<file path="src/rtl/pwm_timer_pkg.sv">
package pwm_timer_pkg;
  localparam int unsigned PRE_W   = 10;   // widest divider is 1024
  localparam int unsigned CTRL_W  = 10;
  localparam int unsigned HALF_SH = 16;   // half-match flags sit above full-match flags

  localparam int unsigned CB_SRC_CLK = 0;
  localparam int unsigned CB_SRC_RTC = 1;
  localparam int unsigned CB_SRC_EXT = 2;
  localparam int unsigned CB_PRE_LO  = 3;
  localparam int unsigned CB_PWM_ON  = 7;
  localparam int unsigned CB_PWM_LOW = 8;
  localparam int unsigned CB_PWM_CUT = 9;

  localparam int unsigned OFS_EN      = 'h00;
  localparam int unsigned OFS_EN_SET  = 'h04;
  localparam int unsigned OFS_EN_CLR  = 'h08;
  localparam int unsigned OFS_STP     = 'h0C;
  localparam int unsigned OFS_FLG     = 'h10;
  localparam int unsigned OFS_FLG_SET = 'h14;
  localparam int unsigned OFS_FLG_CLR = 'h18;
  localparam int unsigned OFS_STP_SET = 'h1C;
  localparam int unsigned OFS_MSK     = 'h20;
  localparam int unsigned OFS_MSK_SET = 'h24;
  localparam int unsigned OFS_MSK_CLR = 'h28;
  localparam int unsigned OFS_STP_CLR = 'h2C;
  localparam int unsigned OFS_CH0     = 'h30;
  localparam int unsigned CH_STRIDE   = 'h10;

  typedef enum logic [1:0] {
    CR_PERIOD = 2'd0,
    CR_DUTY   = 2'd1,
    CR_COUNT  = 2'd2,
    CR_CTRL   = 2'd3
  } ch_reg_e;
endpackage

</file>
<file path="src/rtl/pwm_prescale.sv">
module pwm_prescale
  import pwm_timer_pkg::*;
(
  input  logic       clk,
  input  logic       rst_n,
  input  logic       run,
  input  logic       src,
  input  logic [2:0] code,
  output logic       tick
);
  logic [PRE_W-1:0] pre_q, pre_d, lim;

  always_comb begin
    if (code >= 3'd5) lim = '1;
    else              lim = PRE_W'((32'd1 << {code, 1'b0}) - 32'd1);
  end

  assign tick = run & src & (pre_q >= lim);

  always_comb begin
    pre_d = pre_q;
    if (!run)      pre_d = '0;
    else if (tick) pre_d = '0;
    else if (src)  pre_d = pre_q + 1'b1;
  end

  always_ff @(posedge clk or negedge rst_n) begin
    if (!rst_n) pre_q <= '0;
    else        pre_q <= pre_d;
  end

  AST_PRE_RESTART: assert property (@(posedge clk) disable iff (!rst_n) tick |=> (pre_q == '0));
  AST_PRE_IDLE: assert property (@(posedge clk) disable iff (!rst_n) !run |=> (pre_q == '0));
endmodule

</file>
<file path="src/rtl/pwm_chan.sv">
module pwm_chan
  import pwm_timer_pkg::*;
#(
  parameter int unsigned CW = 16
) (
  input  logic              clk,
  input  logic              rst_n,
  input  logic              run,
  input  logic              rtc_tick,
  input  logic              ext_tick,
  input  logic              wr_en,
  input  ch_reg_e           wr_sel,
  input  logic [CW-1:0]     wr_data,
  output logic [CW-1:0]     period_o,
  output logic [CW-1:0]     duty_o,
  output logic [CW-1:0]     count_o,
  output logic [CTRL_W-1:0] ctrl_o,
  output logic              half_evt,
  output logic              full_evt,
  output logic              pwm_o
);
  logic [CW-1:0]     period_q, duty_q, cnt_q, cnt_d, cnt_inc;
  logic [CTRL_W-1:0] ctrl_q;
  logic              tail_q, tail_d, src, tick, cnt_we, wrap, live;

  assign src = (ctrl_q[CB_SRC_CLK])
             | (ctrl_q[CB_SRC_RTC] & rtc_tick)
             | (ctrl_q[CB_SRC_EXT] & ext_tick);

  pwm_prescale u_pre (
    .clk  (clk),
    .rst_n(rst_n),
    .run  (run),
    .src  (src),
    .code (ctrl_q[CB_PRE_LO +: 3]),
    .tick (tick)
  );

  assign cnt_we  = wr_en && (wr_sel == CR_COUNT);
  assign cnt_inc = (cnt_q == period_q) ? '0 : cnt_q + 1'b1;
  assign wrap    = tick & ~cnt_we & (cnt_q == period_q);

  always_comb begin
    cnt_d = cnt_q;
    if (cnt_we)    cnt_d = wr_data;
    else if (tick) cnt_d = cnt_inc;
  end

  assign half_evt = tick & ~cnt_we & (cnt_inc == duty_q);
  assign full_evt = tick & ~cnt_we & (cnt_inc == period_q);

  always_comb begin
    if (ctrl_q[CB_PWM_ON]) tail_d = 1'b1;
    else                   tail_d = tail_q & ~ctrl_q[CB_PWM_CUT] & ~wrap;
  end

  assign live  = ctrl_q[CB_PWM_ON] | (tail_q & ~ctrl_q[CB_PWM_CUT]);
  assign pwm_o = (live & (cnt_q < duty_q)) ^ ctrl_q[CB_PWM_LOW];

  always_ff @(posedge clk or negedge rst_n) begin
    if (!rst_n) begin
      period_q <= '0;
      duty_q   <= '0;
      ctrl_q   <= '0;
      cnt_q    <= '0;
      tail_q   <= 1'b0;
    end else begin
      if (wr_en && wr_sel == CR_PERIOD) period_q <= wr_data;
      if (wr_en && wr_sel == CR_DUTY)   duty_q   <= wr_data;
      if (wr_en && wr_sel == CR_CTRL)   ctrl_q   <= wr_data[CTRL_W-1:0];
      cnt_q  <= cnt_d;
      tail_q <= tail_d;
    end
  end

  assign period_o = period_q;
  assign duty_o   = duty_q;
  assign count_o  = cnt_q;
  assign ctrl_o   = ctrl_q;

  AST_CNT_WRAP: assert property (@(posedge clk) disable iff (!rst_n) (tick && !cnt_we && cnt_q == period_q) |=> (cnt_q == '0));
  AST_CNT_HOLD: assert property (@(posedge clk) disable iff (!rst_n) (!run && !cnt_we) |=> $stable(cnt_q));
  AST_ABRUPT_OFF: assert property (@(posedge clk) disable iff (!rst_n) (!ctrl_q[CB_PWM_ON] && ctrl_q[CB_PWM_CUT]) |-> (pwm_o == ctrl_q[CB_PWM_LOW]));
endmodule

</file>
<file path="src/rtl/pwm_glob_regs.sv">
module pwm_glob_regs
  import pwm_timer_pkg::*;
#(
  parameter int unsigned NCH = 8,
  parameter int unsigned AW  = 8
) (
  input  logic           clk,
  input  logic           rst_n,
  input  logic           we,
  input  logic [AW-1:0]  addr,
  input  logic [31:0]    wdata,
  input  logic [NCH-1:0] half_evt,
  input  logic [NCH-1:0] full_evt,
  output logic [NCH-1:0] en_q,
  output logic [NCH-1:0] stop_q,
  output logic [31:0]    flag_q,
  output logic [31:0]    mask_q
);
  localparam logic [15:0] CH_BITS = 16'((32'd1 << NCH) - 32'd1);
  localparam logic [31:0] IMPL    = {CH_BITS, CH_BITS};

  logic [NCH-1:0] en_d, stop_d, wch;
  logic [31:0]    flag_d, mask_d, evt;

  function automatic logic hit(input logic [AW-1:0] a, input int unsigned ofs);
    return a == AW'(ofs);
  endfunction

  assign wch = wdata[NCH-1:0];
  assign evt = {16'(half_evt), 16'(full_evt)};

  always_comb begin
    en_d   = en_q;
    stop_d = stop_q;
    flag_d = flag_q;
    mask_d = mask_q;
    if (we) begin
      if (hit(addr, OFS_EN_SET))  en_d   = en_q | wch;
      if (hit(addr, OFS_EN_CLR))  en_d   = en_q & ~wch;
      if (hit(addr, OFS_STP_SET)) stop_d = stop_q | wch;
      if (hit(addr, OFS_STP_CLR)) stop_d = stop_q & ~wch;
      if (hit(addr, OFS_FLG_SET)) flag_d = flag_q | wdata;
      if (hit(addr, OFS_FLG_CLR)) flag_d = flag_q & ~wdata;
      if (hit(addr, OFS_MSK_SET)) mask_d = mask_q | wdata;
      if (hit(addr, OFS_MSK_CLR)) mask_d = mask_q & ~wdata;
    end
    flag_d = (flag_d | evt) & IMPL;
    mask_d = mask_d & IMPL;
  end

  always_ff @(posedge clk or negedge rst_n) begin
    if (!rst_n) begin
      en_q   <= '0;
      stop_q <= '0;
      flag_q <= '0;
      mask_q <= IMPL;
    end else begin
      en_q   <= en_d;
      stop_q <= stop_d;
      flag_q <= flag_d;
      mask_q <= mask_d;
    end
  end

  AST_EN_SET: assert property (@(posedge clk) disable iff (!rst_n) (we && addr == AW'(OFS_EN_SET)) |=> ((en_q & $past(wch)) == $past(wch)));
  AST_MASK_CLR: assert property (@(posedge clk) disable iff (!rst_n) (we && addr == AW'(OFS_MSK_CLR)) |=> ((mask_q & $past(wdata)) == 32'd0));
  AST_FLAG_EVT: assert property (@(posedge clk) disable iff (!rst_n) (full_evt[0]) |=> flag_q[0]);
endmodule

</file>
<file path="src/rtl/pwm_timer_bank.sv">
module pwm_timer_bank
  import pwm_timer_pkg::*;
#(
  parameter int unsigned NCH = 8,
  parameter int unsigned CW  = 16,
  parameter int unsigned AW  = 8
) (
  input  logic           clk,
  input  logic           rst_n,
  input  logic           rtc_tick,
  input  logic           ext_tick,
  input  logic [AW-1:0]  bus_addr,
  input  logic           bus_we,
  input  logic [31:0]    bus_wdata,
  output logic [31:0]    bus_rdata,
  output logic [NCH-1:0] pwm_out,
  output logic           irq
);
  localparam int unsigned IW     = $clog2(NCH);
  localparam int unsigned CH_END = OFS_CH0 + NCH * CH_STRIDE;

  logic [1:0]    rst_sync;
  logic          core_rst_n;
  logic [AW-1:0] ch_off;
  logic [IW-1:0] ch_idx;
  logic          in_ch;
  ch_reg_e       ch_sel;

  logic [NCH-1:0] en_q, stop_q, half_evt, full_evt, ch_we;
  logic [31:0]    flag_q, mask_q;
  logic [CW-1:0]     per_r [NCH];
  logic [CW-1:0]     duty_r[NCH];
  logic [CW-1:0]     cnt_r [NCH];
  logic [CTRL_W-1:0] ctrl_r[NCH];

  always_ff @(posedge clk or negedge rst_n) begin
    if (!rst_n) rst_sync <= 2'b00;
    else        rst_sync <= {rst_sync[0], 1'b1};
  end
  assign core_rst_n = rst_sync[1];

  assign ch_off = bus_addr - AW'(OFS_CH0);
  assign ch_idx = ch_off[4 +: IW];
  assign ch_sel = ch_reg_e'(bus_addr[3:2]);
  assign in_ch  = (bus_addr >= AW'(OFS_CH0)) && (32'(bus_addr) < CH_END) && (bus_addr[1:0] == 2'b00);

  pwm_glob_regs #(.NCH(NCH), .AW(AW)) u_glob (
    .clk     (clk),
    .rst_n   (core_rst_n),
    .we      (bus_we),
    .addr    (bus_addr),
    .wdata   (bus_wdata),
    .half_evt(half_evt),
    .full_evt(full_evt),
    .en_q    (en_q),
    .stop_q  (stop_q),
    .flag_q  (flag_q),
    .mask_q  (mask_q)
  );

  for (genvar i = 0; i < NCH; i++) begin : g_ch
    assign ch_we[i] = bus_we & in_ch & (ch_idx == IW'(i));
    pwm_chan #(.CW(CW)) u_ch (
      .clk     (clk),
      .rst_n   (core_rst_n),
      .run     (en_q[i] & ~stop_q[i]),
      .rtc_tick(rtc_tick),
      .ext_tick(ext_tick),
      .wr_en   (ch_we[i]),
      .wr_sel  (ch_sel),
      .wr_data (bus_wdata[CW-1:0]),
      .period_o(per_r[i]),
      .duty_o  (duty_r[i]),
      .count_o (cnt_r[i]),
      .ctrl_o  (ctrl_r[i]),
      .half_evt(half_evt[i]),
      .full_evt(full_evt[i]),
      .pwm_o   (pwm_out[i])
    );
  end

  always_comb begin
    bus_rdata = '0;
    if (in_ch) begin
      unique case (ch_sel)
        CR_PERIOD: bus_rdata = 32'(per_r[ch_idx]);
        CR_DUTY:   bus_rdata = 32'(duty_r[ch_idx]);
        CR_COUNT:  bus_rdata = 32'(cnt_r[ch_idx]);
        CR_CTRL:   bus_rdata = 32'(ctrl_r[ch_idx]);
      endcase
    end else if (bus_addr == AW'(OFS_EN))  bus_rdata = 32'(en_q);
    else if (bus_addr == AW'(OFS_STP))     bus_rdata = 32'(stop_q);
    else if (bus_addr == AW'(OFS_FLG))     bus_rdata = flag_q;
    else if (bus_addr == AW'(OFS_MSK))     bus_rdata = mask_q;
  end

  assign irq = |(flag_q & ~mask_q);

  AST_IRQ_QUIET: assert property (@(posedge clk) disable iff (!core_rst_n) (flag_q == 32'd0) |-> !irq);
  AST_IRQ_UNMASKED: assert property (@(posedge clk) disable iff (!core_rst_n) (flag_q[0] && !mask_q[0]) |-> irq);
endmodule

</file>
<file path="config.mk">
export PLATFORM = sky130hd
export DESIGN_NAME = pwm_timer_bank
export DESIGN_NICKNAME = d
export VERILOG_FILES = /design/src/rtl/pwm_timer_pkg.sv /design/src/rtl/pwm_prescale.sv /design/src/rtl/pwm_chan.sv /design/src/rtl/pwm_glob_regs.sv /design/src/rtl/pwm_timer_bank.sv
export SDC_FILE = /design/constraint.sdc
export NUM_CORES = 2
export LEC_CHECK = 0
export BUFFER_PORTS_ARGS = -buffer_cell sky130_fd_sc_hd__buf_2
export CORE_ASPECT_RATIO = 0.6
export CORE_MARGIN = 2
export CORE_UTILIZATION = 25
export CTS_CLUSTER_DIAMETER = 150
export DETAILED_ROUTE_END_ITERATION = 8
export PLACE_DENSITY = 0.49
export SYNTH_ARGS = -nofsm -noshare
export SYNTH_HDL_FRONTEND = slang
export SYNTH_SLANG_ARGS = --single-unit
</file>
<file path="constraint.sdc">
create_clock -name clk -period 45.4 [get_ports clk]
set_input_delay 4.54 -clock clk [delete_from_list [all_inputs] [get_ports clk]]
set_output_delay 4.54 -clock clk [all_outputs]
set_load 0.02 [all_outputs]
</file>
==> key figures <==
Setup path
  • Worst Path Required: 40.86 ns
  • Crit end category: output port
  • Cell repeated most along the worst path: mux2i_1
  • Slowest stage cell, crit path: mux2i_1
  • Max Fanout on Critical Path: 70
  • Worst Path Arrival: 9.48 ns
  • CP cell instances: buf_6 -> inv_1 -> ha_4 -> buf_4 -> mux4_2 -> mux2i_1 -> a32oi_1 -> o21ai_0 -> mux2i_1 -> buf_2
  • Max incr delay on CP: 0.94 ns
  • CP startpoint kind: primary input
  • Worst setup path class: in2out

Cells and area
  • Filler cells: 19,100
  • Post-Layout Cell Count: 7,270
  • Area grow syn2layout: 11.0%
  • Nets: 5,080
  • Layout cells sized above 1: 0.168
  • Util after Layout: 0.280

Global route
  • Global-route wire length before repair: 297 mm
  • Initial antenna violation count: 36
  • Global route overflow: 0
  • Gr usage total: 0.223
  • Pin count of the biggest net entering global routing: 151
  • Vias in the first global route: 37,200

CTS
  • Post-CTS sizing: 0
  • Setup Fix Bufs, Post-CTS: 0
  • Clock insertion delay at the later pin of the skew report: 0.68 ns
  • Hold buffer count at cts: 0
  • CTS max path bufs: 3
  • Number of buffers created by CTS: 68
  • Clock transition at path regs: 0.07 ns
  • CTS Root Cell: clkbuf_16
  • H-tree levels: 3
  • CTS tree: done
  • Total clock sinks: 602

Die
  • Ports: 86
  • Core Footprint: 0.182 mm^2
  • Initial Utilization: 0.252
  • Die footprint: 0.186 mm^2
  • Die Y: 335 um
  • Cell row count: 121
  • Die Width: 556 um

Synthesis
  • Most frequent cell after synthesis: dfrtp_1
  • Sequential fraction of the synthesis area: 0.330
  • Synth warn: 0
  • Syn Area/Cell: 9.30 um^2
  • Mapped Area: 0.0457 mm^2
  • Top cells by count, synth: dfrtp_1, nor2_1, mux2_2, a21oi_1, o21ai_0
  • Mapped Cells: 4,915
  • Synthesized flop and latch total: 602
  • Top FF cell, synth: dfrtp_1
  • Post-synth top area cell: dfrtp_1
  • Synth cell types: 95
  • Top cell type's share of synthesized area: 0.321
  • EDFF count, synth: 0
  • Synth area leaders: dfrtp_1, mux2_2, mux4_2, ha_1, xnor2_1
  • Post-synth ARST share: 1.00

Placed design
  • Hpwl dp: 160 mm
  • Pre-CTS WS: 31.60 ns
  • Placed Instances: 7,135
  • Port-buffer cells: 69
  • GPL Wtd Cong: 1.01

Timing
  • # setup viols final: 0
  • Worst rel slew slack: 0.118
  • Final Cycle Share: 0.309
  • Final min period: 14.02 ns
  • Fin worst setup slack: 31.38 ns
  • Unrepaired setup endpoints after global routing: no
  • Setup TNS: 0 ns
  • Setup Skew: 0.0379 ns
  • Worst slew pin tran: 1.31 ns
  • Max Fclk: 0.0713 GHz
  • Max-slew violations: 0
  • Endpoints failing hold: 0

Detailed routing
  • Wire per inst: 29.3 um
  • WL final: 213 mm
  • Drt drc: 0
  • Detailed Route Iter0 Violations: 7,127
  • Remaining antenna violation count after routing: 0
  • TritonRoute pass-1 iters: 8
  • Routed via count: 42,000
  • Vias/cell: 5.77

Power and ir drop
  • Peak VDD IR: 0.0241 mV
  • Leak: 20.9 nW
  • P per Cell Area: 33.5 mW/mm^2

Flow run
  • MaxCap Viol Count: 0

Outcome
  • Outcome: complete, no violations

Worst hold path
  • Hold crit path type: reg2reg
layer usage:
| metal | GRT usage | up-vias | part of all wire | wire length [um] |
|---|---|---|---|---|
| met5 | 0 | - | 0.00027 | 57 |
| met4 | 0.0455 | 10 | 0.020 | 4280 |
| met3 | 0.108 | 280 | 0.16 | 34000 |
| met2 | 0.255 | 2608 | 0.34 | 72200 |
| met1 | 0.352 | 21200 | 0.48 | 102000 |
| li1 | - | 17900 | - | - |
where the power goes:
| group | internal [mW] | switching (mW) |
|---|---|---|
| clock | 0.353 | 0.268 |
| combinational | 0.163 | 0.255 |
| sequential | 0.568 | 0.0935 |
cell type report:
class	instances	area [um^2]	share of cell area
antenna	10	25.0	0.000493
tap	2398	3000	0.0591
timing repair buffer	159	1050	0.0206
multi-input combinational	3739	28400	0.558
clock buffer	93	1940	0.0381
inverter	237	890	0.0175
sequential	602	15100	0.297
clock inverter	32	443	0.00872
state kept, by name, indices dropped and copies added (netlist names), named ones only:
signal / flops
g_ch.u_ch.count_o: 128
g_ch.u_ch.period_o: 128
g_ch.u_ch.duty_o: 128
u_glob.flag_q: 16
g_ch.u_ch.u_pre.pre_q: 80
rst_sync: 2
u_glob.mask_q: 16
g_ch.u_ch.tail_q: 8
g_ch.u_ch.ctrl_o: 80
worst paths after layout:
path / depth (start not counted) / slack [ns] / end / startpoint
worst min register to register: 0 / 0.35 / rst_sync[1]$_DFF_PN0_ / rst_sync[0]$_DFF_PN0_
worst max register to register: 14 / 40.78 / u_glob.flag_q[1]$_DFF_PN0_ / g_ch[1].u_ch.ctrl_o[5]$_DFFE_PN0P_
worst max-delay path: 10 / 31.38 / bus_rdata[7] / bus_addr[4]
max in group asynchronous: 4 / 41.36 / g_ch[0].u_ch.count_o[11]$_DFFE_PN0P_ / rst_sync[1]$_DFF_PN0_
min in group asynchronous: 0 / 0.38 / g_ch[6].u_ch.u_pre.pre_q[4]$_DFFE_PN0P_ / rst_sync[1]$_DFF_PN0_
worst min-delay path: 0 / 0.35 / rst_sync[1]$_DFF_PN0_ / rst_sync[0]$_DFF_PN0_
critical path: cells and delay by family:
kind,cells,cell delay (ns)
AOI/OAI and AO/OA,2,0.36
adders and majority gates,1,0.84
muxes,3,1.49
buffers and inverters,4,2.12
placed cells by master (no fill, tap or decap), drive strengths merged, types with 48 or more instances in the layout:
cell	Yosys	routed
dfrtp	586	586
nor2	379	379
mux2	340	340
a21oi	313	313
o21ai	298	298
nand2	291	291
xnor2	290	290
inv	237	240
ha	228	228
buf	133	159
mux4	128	128
a31oi	127	127
nand3	117	117
nor3	98	98
clkbuf	211	93
xor2	91	91
nand4	85	85
a21o	78	78
nand2b	76	76
nor4	66	66
and3	61	61
nor2b	60	60
mux2i	48	48
through the flow:
step,power [mW],hold slack [ns],instance area (um^2)
after global routing,1.76,0.360,50800
after global placement,1.06,0.338,48400
final,1.70,0.354,50800
after CTS,1.69,0.358,50800
after floorplan,0.906,0.331,45800
after detailed placement,1.07,0.343,48400
cells by family (layout without fill, tap and decap cells):
kind of cell	Yosys count	after routing	synth area share
other	2	19	0.000164
AND/OR/NAND/NOR	1440	1440	0.163
adder cells (fa/ha/maj)	228	228	0.0624
AO/OA/AOI/OAI	1165	1165	0.161
XOR/XNOR	381	381	0.0735
multiplexers	516	516	0.157
buffers and inverters	581	521	0.0523
flip-flops	602	602	0.330
No activity file was read; power rests on OpenSTA's default activity.
